==> src/rtl/bktm_pkg.sv <==
package bktm_pkg;

  localparam int NUM_BANKS = 4;

  typedef enum logic [1:0] {
    BK_IDLE    = 2'd0,
    BK_OPENING = 2'd1,
    BK_OPEN    = 2'd2,
    BK_CLOSING = 2'd3
  } bankState_e;

  typedef enum logic [2:0] {
    ERR_NONE      = 3'd0,
    ERR_COLUMN    = 3'd1,
    ERR_ACTIVATE  = 3'd2,
    ERR_PRECHARGE = 3'd3,
    ERR_ALLIDLE   = 3'd4,
    ERR_OVERDUE   = 3'd5,
    ERR_AUTOPRE   = 3'd6
  } errCode_e;

  // Strobes from the command judge to the bank datapath; only legal commands pulse.
  typedef struct packed {
    logic       actEn;
    logic       rdEn;
    logic       wrEn;
    logic       apEn;
    logic       preOne;
    logic       preAll;
    logic       refEn;
    logic [1:0] bank;
  } bankStrobe_t;

  function automatic int ceilDiv(input int num, input int den);
    return (num + den - 1) / den;
  endfunction

  function automatic int maxOf(input int a, input int b);
    return (a > b) ? a : b;
  endfunction

endpackage

==> src/rtl/bktm_banks.sv <==
module bktm_banks
  import bktm_pkg::*;
#(
  parameter int CLK_PS       = 10000,
  parameter int T_RCD_PS     = 15000,
  parameter int T_RP_PS      = 15000,
  parameter int T_RAS_PS     = 42000,
  parameter int T_RAS_MAX_PS = 100000000,
  parameter int T_RC_PS      = 60000,
  parameter int T_RRD_PS     = 14000,
  parameter int BURST_LEN    = 4,
  parameter int CAS_LAT      = 2,
  parameter int WR_CLKS      = 2
) (
  input  logic        clk,
  input  logic        rstN,
  input  bankStrobe_t strobe,
  output logic [NUM_BANKS-1:0]   bankOpen,
  output logic [NUM_BANKS-1:0]   idleNow,
  output logic [NUM_BANKS-1:0]   rcDone,
  output logic [NUM_BANKS-1:0]   rwOk,
  output logic [NUM_BANKS-1:0]   preOk,
  output logic [NUM_BANKS-1:0]   apBusy,
  output logic [NUM_BANKS-1:0]   overdue,
  output logic                   rrdOk,
  output logic [2*NUM_BANKS-1:0] bankState,
  output logic [NUM_BANKS-1:0]   actReady,
  output logic [NUM_BANKS-1:0]   rwReady,
  output logic [NUM_BANKS-1:0]   preReady
);

  localparam int RCD_CLK    = ceilDiv(T_RCD_PS, CLK_PS);
  localparam int RP_CLK     = ceilDiv(T_RP_PS, CLK_PS);
  localparam int RAS_CLK    = ceilDiv(T_RAS_PS, CLK_PS);
  localparam int RC_CLK     = ceilDiv(T_RC_PS, CLK_PS);
  localparam int RRD_CLK    = ceilDiv(T_RRD_PS, CLK_PS);
  localparam int RASMAX_CLK = T_RAS_MAX_PS / CLK_PS;
  // Read auto-close leads the last beat (CAS_LAT + BURST_LEN - 1) by CAS_LAT - 1.
  localparam int RD_AP_DLY  = (CAS_LAT + BURST_LEN - 1) - (CAS_LAT - 1);
  // Write auto-close trails the last beat (BURST_LEN - 1) by write recovery.
  localparam int WR_AP_DLY  = (BURST_LEN - 1) + WR_CLKS;
  localparam int MAXLD      = maxOf(maxOf(maxOf(RCD_CLK, RP_CLK), maxOf(RAS_CLK, RC_CLK)),
                                    maxOf(RRD_CLK, maxOf(RD_AP_DLY, WR_AP_DLY))) - 1;
  localparam int CW         = (MAXLD < 1) ? 1 : $clog2(MAXLD + 1);
  localparam int AW         = $clog2(RASMAX_CLK + 1);

  typedef logic [CW-1:0] cnt_t;
  typedef logic [AW-1:0] age_t;

  function automatic cnt_t decSat(input cnt_t x);
    return (x == '0) ? '0 : x - 1'b1;
  endfunction

  cnt_t rrdQ;
  always_ff @(posedge clk) begin
    if (!rstN) rrdQ <= '0;
    else       rrdQ <= strobe.actEn ? cnt_t'(RRD_CLK - 1) : decSat(rrdQ);
  end
  assign rrdOk = (rrdQ == '0);

  for (genvar b = 0; b < NUM_BANKS; b++) begin : g_bank
    logic       openQ, apPendQ;
    cnt_t       rcdQ, rasMinQ, rcQ, rpQ, apCntQ;
    age_t       ageQ;
    logic       hitB, actB, colB, apB, apFire, preB;
    bankState_e stNow;

    assign hitB   = (strobe.bank == 2'(b));
    assign actB   = strobe.actEn && hitB;
    assign colB   = (strobe.rdEn || strobe.wrEn) && hitB;
    assign apB    = colB && strobe.apEn;
    assign apFire = apPendQ && (apCntQ == '0) && (rasMinQ == '0);
    assign preB   = (((strobe.preOne && hitB) || strobe.preAll) && openQ) || apFire;

    always_ff @(posedge clk) begin
      if (!rstN) begin
        openQ   <= 1'b0;
        apPendQ <= 1'b0;
        rcdQ    <= '0;
        rasMinQ <= '0;
        rcQ     <= '0;
        rpQ     <= '0;
        apCntQ  <= '0;
        ageQ    <= '0;
      end else begin
        rcdQ    <= actB ? cnt_t'(RCD_CLK - 1) : decSat(rcdQ);
        rasMinQ <= actB ? cnt_t'(RAS_CLK - 1) : decSat(rasMinQ);
        rcQ     <= (actB || strobe.refEn) ? cnt_t'(RC_CLK - 1) : decSat(rcQ);
        rpQ     <= preB ? cnt_t'(RP_CLK - 1) : decSat(rpQ);
        if (actB)      openQ <= 1'b1;
        else if (preB) openQ <= 1'b0;
        if (apB)         apPendQ <= 1'b1;
        else if (apFire) apPendQ <= 1'b0;
        apCntQ  <= apB ? (strobe.wrEn ? cnt_t'(WR_AP_DLY - 1) : cnt_t'(RD_AP_DLY - 1))
                       : decSat(apCntQ);
        if (actB)                                    ageQ <= '0;
        else if (openQ && ageQ != age_t'(RASMAX_CLK)) ageQ <= ageQ + 1'b1;
      end
    end

    always_comb begin
      if (openQ) stNow = (rcdQ != '0) ? BK_OPENING : BK_OPEN;
      else       stNow = (rpQ  != '0) ? BK_CLOSING : BK_IDLE;
    end

    assign bankState[2*b +: 2] = stNow;
    assign bankOpen[b] = openQ;
    assign idleNow[b]  = !openQ && (rpQ == '0);
    assign rcDone[b]   = (rcQ == '0);
    assign rwOk[b]     = openQ && (rcdQ == '0);
    assign preOk[b]    = (rasMinQ == '0);
    assign apBusy[b]   = apPendQ;
    assign overdue[b]  = openQ && (ageQ == age_t'(RASMAX_CLK));
    assign actReady[b] = !openQ && (rpQ == '0) && (rcQ == '0) && rrdOk;
    assign rwReady[b]  = openQ && (rcdQ == '0) && !apPendQ;
    assign preReady[b] = !openQ || ((rasMinQ == '0) && !apPendQ);

    p_col_needs_open_r3: assert property (@(posedge clk) disable iff (!rstN)
      colB |-> (openQ && rcdQ == '0 && !apPendQ));
    p_pre_after_rasmin_r4: assert property (@(posedge clk) disable iff (!rstN)
      (strobe.preOne && hitB && openQ) |-> (rasMinQ == '0));
    p_act_on_closed_r5: assert property (@(posedge clk) disable iff (!rstN)
      actB |-> (!openQ && rpQ == '0 && rcQ == '0 && rrdQ == '0));
    p_autopre_only_open_r7: assert property (@(posedge clk) disable iff (!rstN)
      apPendQ |-> openQ);
  end

endmodule

==> src/rtl/bktm_ctrl.sv <==
module bktm_ctrl
  import bktm_pkg::*;
(
  input  logic                 clk,
  input  logic                 rstN,
  input  logic                 csN,
  input  logic                 rasN,
  input  logic                 casN,
  input  logic                 weN,
  input  logic                 apBit,
  input  logic [1:0]           bankSel,
  input  logic [NUM_BANKS-1:0] bankOpen,
  input  logic [NUM_BANKS-1:0] idleNow,
  input  logic [NUM_BANKS-1:0] rcDone,
  input  logic [NUM_BANKS-1:0] rwOk,
  input  logic [NUM_BANKS-1:0] preOk,
  input  logic [NUM_BANKS-1:0] apBusy,
  input  logic [NUM_BANKS-1:0] overdue,
  input  logic                 rrdOk,
  output bankStrobe_t          strobe,
  output logic                 cmdSeen,
  output logic                 cmdOk,
  output logic                 errFlag,
  output logic [2:0]           errCode
);

  logic     isCmd, isAct, isRd, isWr, isPre, isRef, isMrs;
  errCode_e codeNow;
  logic     bad;

  assign isCmd = !csN && !(rasN && casN && weN);
  assign isAct = !csN && !rasN &&  casN &&  weN;
  assign isRd  = !csN &&  rasN && !casN &&  weN;
  assign isWr  = !csN &&  rasN && !casN && !weN;
  assign isPre = !csN && !rasN &&  casN && !weN;
  assign isRef = !csN && !rasN && !casN &&  weN;
  assign isMrs = !csN && !rasN && !casN && !weN;

  always_comb begin
    codeNow = ERR_NONE;
    if (isAct) begin
      if (apBusy[bankSel])                                      codeNow = ERR_AUTOPRE;
      else if (!(idleNow[bankSel] && rcDone[bankSel] && rrdOk)) codeNow = ERR_ACTIVATE;
    end else if (isRd || isWr) begin
      if (apBusy[bankSel])     codeNow = ERR_AUTOPRE;
      else if (!rwOk[bankSel]) codeNow = ERR_COLUMN;
    end else if (isPre) begin
      if (apBit) begin
        if (|apBusy)                  codeNow = ERR_AUTOPRE;
        else if (|(bankOpen & ~preOk)) codeNow = ERR_PRECHARGE;
      end else begin
        if (apBusy[bankSel])                          codeNow = ERR_AUTOPRE;
        else if (bankOpen[bankSel] && !preOk[bankSel]) codeNow = ERR_PRECHARGE;
      end
    end else if (isRef) begin
      if (!(&(idleNow & rcDone))) codeNow = ERR_ALLIDLE;
    end else if (isMrs) begin
      if (!(&idleNow)) codeNow = ERR_ALLIDLE;
    end
  end

  assign bad = (codeNow != ERR_NONE);

  always_comb begin
    strobe        = '0;
    strobe.bank   = bankSel;
    strobe.actEn  = isAct && !bad;
    strobe.rdEn   = isRd && !bad;
    strobe.wrEn   = isWr && !bad;
    strobe.apEn   = apBit;
    strobe.preOne = isPre && !apBit && !bad;
    strobe.preAll = isPre && apBit && !bad;
    strobe.refEn  = isRef && !bad;
  end

  always_ff @(posedge clk) begin
    if (!rstN) begin
      cmdSeen <= 1'b0;
      cmdOk   <= 1'b0;
      errFlag <= 1'b0;
      errCode <= ERR_NONE;
    end else begin
      cmdSeen <= isCmd;
      cmdOk   <= isCmd && !bad;
      if (!errFlag) begin
        if (bad) begin
          errFlag <= 1'b1;
          errCode <= codeNow;
        end else if (|overdue) begin
          errFlag <= 1'b1;
          errCode <= ERR_OVERDUE;
        end
      end
    end
  end

  p_err_sticky_r12: assert property (@(posedge clk) disable iff (!rstN)
    errFlag |=> (errFlag && $stable(errCode)));
  p_ok_implies_seen_r11: assert property (@(posedge clk) disable iff (!rstN)
    (isCmd && bad) |=> (cmdSeen && !cmdOk));

endmodule

==> src/rtl/bank_timing_monitor.sv <==
module bank_timing_monitor
  import bktm_pkg::*;
#(
  parameter int CLK_PS       = 10000,
  parameter int T_RCD_PS     = 15000,
  parameter int T_RP_PS      = 15000,
  parameter int T_RAS_PS     = 42000,
  parameter int T_RAS_MAX_PS = 100000000,
  parameter int T_RC_PS      = 60000,
  parameter int T_RRD_PS     = 14000,
  parameter int BURST_LEN    = 4,
  parameter int CAS_LAT      = 2,
  parameter int WR_CLKS      = 2
) (
  input  logic       clk,
  input  logic       rstN,
  input  logic       csN,
  input  logic       rasN,
  input  logic       casN,
  input  logic       weN,
  input  logic       apBit,
  input  logic [1:0] bankSel,
  output logic [7:0] bankState,
  output logic [3:0] actReady,
  output logic [3:0] rwReady,
  output logic [3:0] preReady,
  output logic       cmdSeen,
  output logic       cmdOk,
  output logic       errFlag,
  output logic [2:0] errCode
);

  bankStrobe_t          strobe;
  logic [NUM_BANKS-1:0] bankOpen, idleNow, rcDone, rwOk, preOk, apBusy, overdue;
  logic                 rrdOk;

  bktm_ctrl u_ctrl (
    .clk(clk), .rstN(rstN),
    .csN(csN), .rasN(rasN), .casN(casN), .weN(weN),
    .apBit(apBit), .bankSel(bankSel),
    .bankOpen(bankOpen), .idleNow(idleNow), .rcDone(rcDone),
    .rwOk(rwOk), .preOk(preOk), .apBusy(apBusy), .overdue(overdue), .rrdOk(rrdOk),
    .strobe(strobe),
    .cmdSeen(cmdSeen), .cmdOk(cmdOk), .errFlag(errFlag), .errCode(errCode)
  );

  bktm_banks #(
    .CLK_PS(CLK_PS), .T_RCD_PS(T_RCD_PS), .T_RP_PS(T_RP_PS),
    .T_RAS_PS(T_RAS_PS), .T_RAS_MAX_PS(T_RAS_MAX_PS), .T_RC_PS(T_RC_PS),
    .T_RRD_PS(T_RRD_PS), .BURST_LEN(BURST_LEN), .CAS_LAT(CAS_LAT), .WR_CLKS(WR_CLKS)
  ) u_banks (
    .clk(clk), .rstN(rstN), .strobe(strobe),
    .bankOpen(bankOpen), .idleNow(idleNow), .rcDone(rcDone),
    .rwOk(rwOk), .preOk(preOk), .apBusy(apBusy), .overdue(overdue), .rrdOk(rrdOk),
    .bankState(bankState), .actReady(actReady), .rwReady(rwReady), .preReady(preReady)
  );

endmodule

==> config.mk <==
export PLATFORM = sky130hd
export DESIGN_NAME = bank_timing_monitor
export DESIGN_NICKNAME = d
export VERILOG_FILES = /design/src/rtl/bktm_pkg.sv /design/src/rtl/bktm_banks.sv /design/src/rtl/bktm_ctrl.sv /design/src/rtl/bank_timing_monitor.sv
export SDC_FILE = /design/constraint.sdc
export NUM_CORES = 1
export LEC_CHECK = 0
export ABC_AREA = 0
export BUFFER_PORTS_ARGS = -buffer_cell sky130_fd_sc_hd__buf_2
export CAP_MARGIN = 25
export CELL_PAD_IN_SITES_DETAIL_PLACEMENT = 1
export CELL_PAD_IN_SITES_GLOBAL_PLACEMENT = 1
export CORE_MARGIN = 5
export CORE_UTILIZATION = 51
export CTS_CLUSTER_DIAMETER = 30
export DETAILED_ROUTE_END_ITERATION = 8
export PLACE_DENSITY_LB_ADDON = 0.1
export SLEW_MARGIN = 10
export SYNTH_ARGS = -nofsm -noshare
export SYNTH_HDL_FRONTEND = slang
export SYNTH_SLANG_ARGS = --single-unit
==> constraint.sdc <==
create_clock -name clk -period 8.8 [get_ports clk]
set_input_delay 2.64 -clock clk [delete_from_list [all_inputs] [get_ports clk]]
set_output_delay 2.64 -clock clk [all_outputs]
set_load 0.01 [all_outputs]
==> impl_metrics.yaml <==
floorplan:
  core_area_sq_mm: 0.01319
  chipHeight_um: 125.9
  num_rows: 42
  die_area_sq_mm: 0.01586
  io_pins: 35
  initial_core_util_pct: 51.97
  die_w_um: 125.9
cts:
  cts_inserted_buffers: 17
  postCtsSetupBuffers: 0
  path_clk_slew_ns: 0.05
  cts_htree_levels: 4
  cts_sinks: 133
  post_cts_resized: 0
  postCtsHoldBufs: 0
  cts_tree: "built"
  clock_latency_ns: 0.42
  root_buffer: "clkbuf_16"
  clockBufferDepth: 2
cells_and_area:
  area_delta_synth_final_pct: 12.17
  nFillCells: 1563
  fin_cells: 1006
  final_area_sq_mm: 0.007690
  mostFrequentLayoutCell: "dfxtp_1"
  nNetsFinal: 885
  final_util_pct: 58.30
  mostFrequentLayoutCells: "133 x dfxtp_1, 111 x nor2_1, 85 x inv_1"
  drive_above_1_share_pct: 9.891
setup_path:
  startpoint: "bankSel[1]"
  crit_buf_inv: 1
  rrSetupSlack_ns: 4.85
  cp.required_ns: 9.06
  path_class: "primary input to flip-flop"
  crit_path_end: "u_banks.g_bank[2].ageQ[3]$_SDFFE_PP0P_"
  crit_chain: "buf_2 > mux4_2 > nor3b_1 > a2111oi_4 > nand3_2 > o31ai_4 > nor2_1"
  r2r_cells: 9
  cp.depth: 7
  crit_family: "compound AO/OA/AOI/OAI gates"
  critical_path.startpoint_type: "primary input"
  reg2reg_from: "u_banks.g_bank[2].rpQ[0]$_SDFF_PN0_"
  arrival_ns: 5.58
  end_kind: "flip-flop"
  critPathMaxStageDelay_ns: 0.85
  cp_slowest_cell: "o31ai_4"
  r2r-end: "u_banks.g_bank[2].ageQ[3]$_SDFFE_PP0P_"
  crit_fanout: 22
pwr:
  p_switching_mw: 0.6323
  seqPwrFrac_pct: 36.3
  switching_share_pct: 32.46
  p_leak_nw: 3.186
  power_frac_clock_pct: 35.1
  irDropWorstVdd_mv: 0.1433
  power_frac_comb_pct: 28.7
  internal_power_mw: 1.316
  power-per-cell-area_mw_per_mm2: 253.3
timing:
  fmax_mhz: 187.8
  finalSetupViolCount: 0
  grt_setup_unrepaired: "false"
  worst_pin_slew_ns: 0.7685
  finalSetupTns_ns: 0
  hold_ws_ns: 0.4212
  fin_crit_sh_pct: 60.51
  worst_clock_skew_ns: 0.01805
  min_period_ns: 5.325
  hold_viol: 0
  final_max_slew_viol_count: 0
  relSlewSlack_pct: 48.77
synth:
  synth-simple-area-share_pct: 23.51
  synthCells: 789
  synth_xor_area_share_pct: 6.644
  synth.area.mux_share_pct: 1.643
  synthAdderAreaFrac_pct: 10.59
  ys_seq_area_share_pct: 38.84
  synth_top_area_share_pct: 38.84
  synthFlopType: "dfxtp_1"
  syn_avg_cell_area_sq_um: 8.689
  synth_seq_cells: 133
  synth_compound_area_share_pct: 12.05
  postSynthNetCount: 856
  synth_top_area_cell: "dfxtp_1"
  synthTopCellsByArea: "dfxtp_1 39%, ha_1 11%, nor2_1 6.1%, inv_1 4.7%, xor2_1 4.3%"
  synth.distinct_cells: 56
  synth-edff-count: 0
  ys_async_sr_fraction_pct: 0
  ys_warn_count: 0
  synth_top_family_by_area: "simple AND/OR/NAND/NOR gates"
  syn_area_sq_mm: 0.006855
global_route:
  grt.total_usage_pct: 22.99
  grt_pass1_vias: 6193
  grt_max_degree: 50
  antenna_found_initial: 1
  grt_pass1_wl_mm: 29.57
  grt-ovfl-total: 0
routing:
  vias: 5553
  final_antenna_net_count: 0
  drt_iter0_markers: 263
  postRouteWirelength_mm: 17.53
  dr.pass1.iters: 4
  drcViolationCount: 0
  routedWlPerCell_um: 17.42
  vias_per_cell: 5.520
status:
  outcome: "completed"
placed_design:
  placed_area_sq_mm: 0.007114
  dp_cells: 975
  gp_congestion: 0.8961
  portBuffers: 34
  hpwl_mm: 12.61
worst_hold_path:
  min_path_type: "flip-flop to flip-flop"
flow_run:
  drv_cap: 0
[worst reg2reg max path, cell delays in order (launching register included)]
cell and delay (ns):
dfxtp_1 0.32, inv_1 0.08, ha_1 0.22, nor3b_1 0.63, nand3_1 0.17, or3b_2 0.49, a31oi_1 0.31, nand3_2 0.59
o31ai_4 0.85, nor2_1 0.13
[cells in the mapped netlist, drive strengths merged, types with 3 or more instances]
cell type / instances
a2111oi: 5
a21boi: 4
a21oi: 16
a221oi: 3
a22oi: 3
and3: 12
buf: 12
clkbuf: 13
dfxtp: 133
ha: 58
inv: 85
mux2i: 9
nand2: 47
nand2b: 8
nand3: 27
nand4: 23
nand4bb: 4
nor2: 111
nor2b: 19
nor3: 37
nor3b: 9
nor4: 7
nor4b: 5
nor4bb: 3
o211a: 4
o21a: 22
o21ai: 24
o31ai: 5
o41ai: 4
xnor2: 18
xor2: 34
[final cells by class]
cell class / instances / area [sq um] / share of cell area (%)
multi-input combinational: 545 / 3731 / 48.52
sequential: 133 / 2663 / 34.62
clock buffer: 27 / 533.0 / 6.931
inverter: 86 / 322.8 / 4.198
tap: 176 / 220.2 / 2.864
timing repair buffer: 35 / 177.7 / 2.310
clock inverter: 3 / 40.04 / 0.5207
antenna: 1 / 2.502 / 0.03254
[sequential cells by signal, summed over array words and instances (netlist names)]
signal / cells
u_banks.g_bank.openQ: 4
u_ctrl.errCode: 3
u_banks.g_bank.apCntQ: 12
u_banks.g_bank.rcQ: 12
u_ctrl.errFlag: 1
u_banks.g_bank.rpQ: 12
u_ctrl.cmdOk: 1
u_banks.g_bank.rcdQ: 12
u_banks.g_bank.apPendQ: 4
u_banks.g_bank.rasMinQ: 12
u_ctrl.cmdSeen: 1
u_banks.rrdQ: 3
u_banks.g_bank.ageQ: 56
[logic make-up (layout without fill, tap and decap cells)]
kind of cell	after synthesis	in the layout
compound gates	105	105
xor+xnor	52	52
fa+ha+maj	58	58
buf+inv	111	151
flops	133	133
mux	10	10
other cells	0	1
simple gates	320	320
[metal layers]
metal,GRT usage [%],wire (um)
met1,25.63,7367
met2,41.22,9060
met3,5.207,568
met4,11.10,529
met5,0,0
[power by group through the flow]
stage | Clock [mW] | Combinational (mW) | Sequential, mW
2_1_floorplan | 0 | 0.384 | 0.708
3_3_place_gp | 0 | 0.524 | 0.712
3_5_place_dp | 0 | 0.557 | 0.718
4_1_cts | 0.697 | 0.569 | 0.706
5_1_grt | 0.727 | 0.629 | 0.715
6_report | 0.683 | 0.558 | 0.707
[through the flow]
stage	setup slack [ns]	total power, mW
3_3_place_gp	3.228	1.236
6_report	3.475	1.948
3_5_place_dp	3.068	1.274
2_1_floorplan	3.928	1.092
5_1_grt	3.305	2.071
4_1_cts	3.508	1.972
[how the worst min path moves through the flow]
| stage | from | to | slack (ns) | cells past startpoint |
|---|---|---|---|---|
| after floorplan | u_banks.g_bank[0].rasMinQ[0]$_SDFF_PP0_ | u_banks.g_bank[0].rasMinQ[0]$_SDFF_PP0_ | 0.40 | 1 |
| after global placement | u_banks.g_bank[3].rasMinQ[0]$_SDFF_PP0_ | u_banks.g_bank[3].rasMinQ[0]$_SDFF_PP0_ | 0.41 | 1 |
| after detailed placement | u_banks.g_bank[3].rasMinQ[0]$_SDFF_PP0_ | u_banks.g_bank[3].rasMinQ[0]$_SDFF_PP0_ | 0.41 | 1 |
| after CTS | u_banks.g_bank[3].rasMinQ[0]$_SDFF_PP0_ | u_banks.g_bank[3].rasMinQ[0]$_SDFF_PP0_ | 0.42 | 1 |
| after global routing | u_banks.g_bank[3].rasMinQ[0]$_SDFF_PP0_ | u_banks.g_bank[3].rasMinQ[0]$_SDFF_PP0_ | 0.44 | 1 |
| final | u_banks.g_bank[3].rasMinQ[0]$_SDFF_PP0_ | u_banks.g_bank[3].rasMinQ[0]$_SDFF_PP0_ | 0.42 | 1 |
No activity file was read; power rests on OpenSTA's default activity.
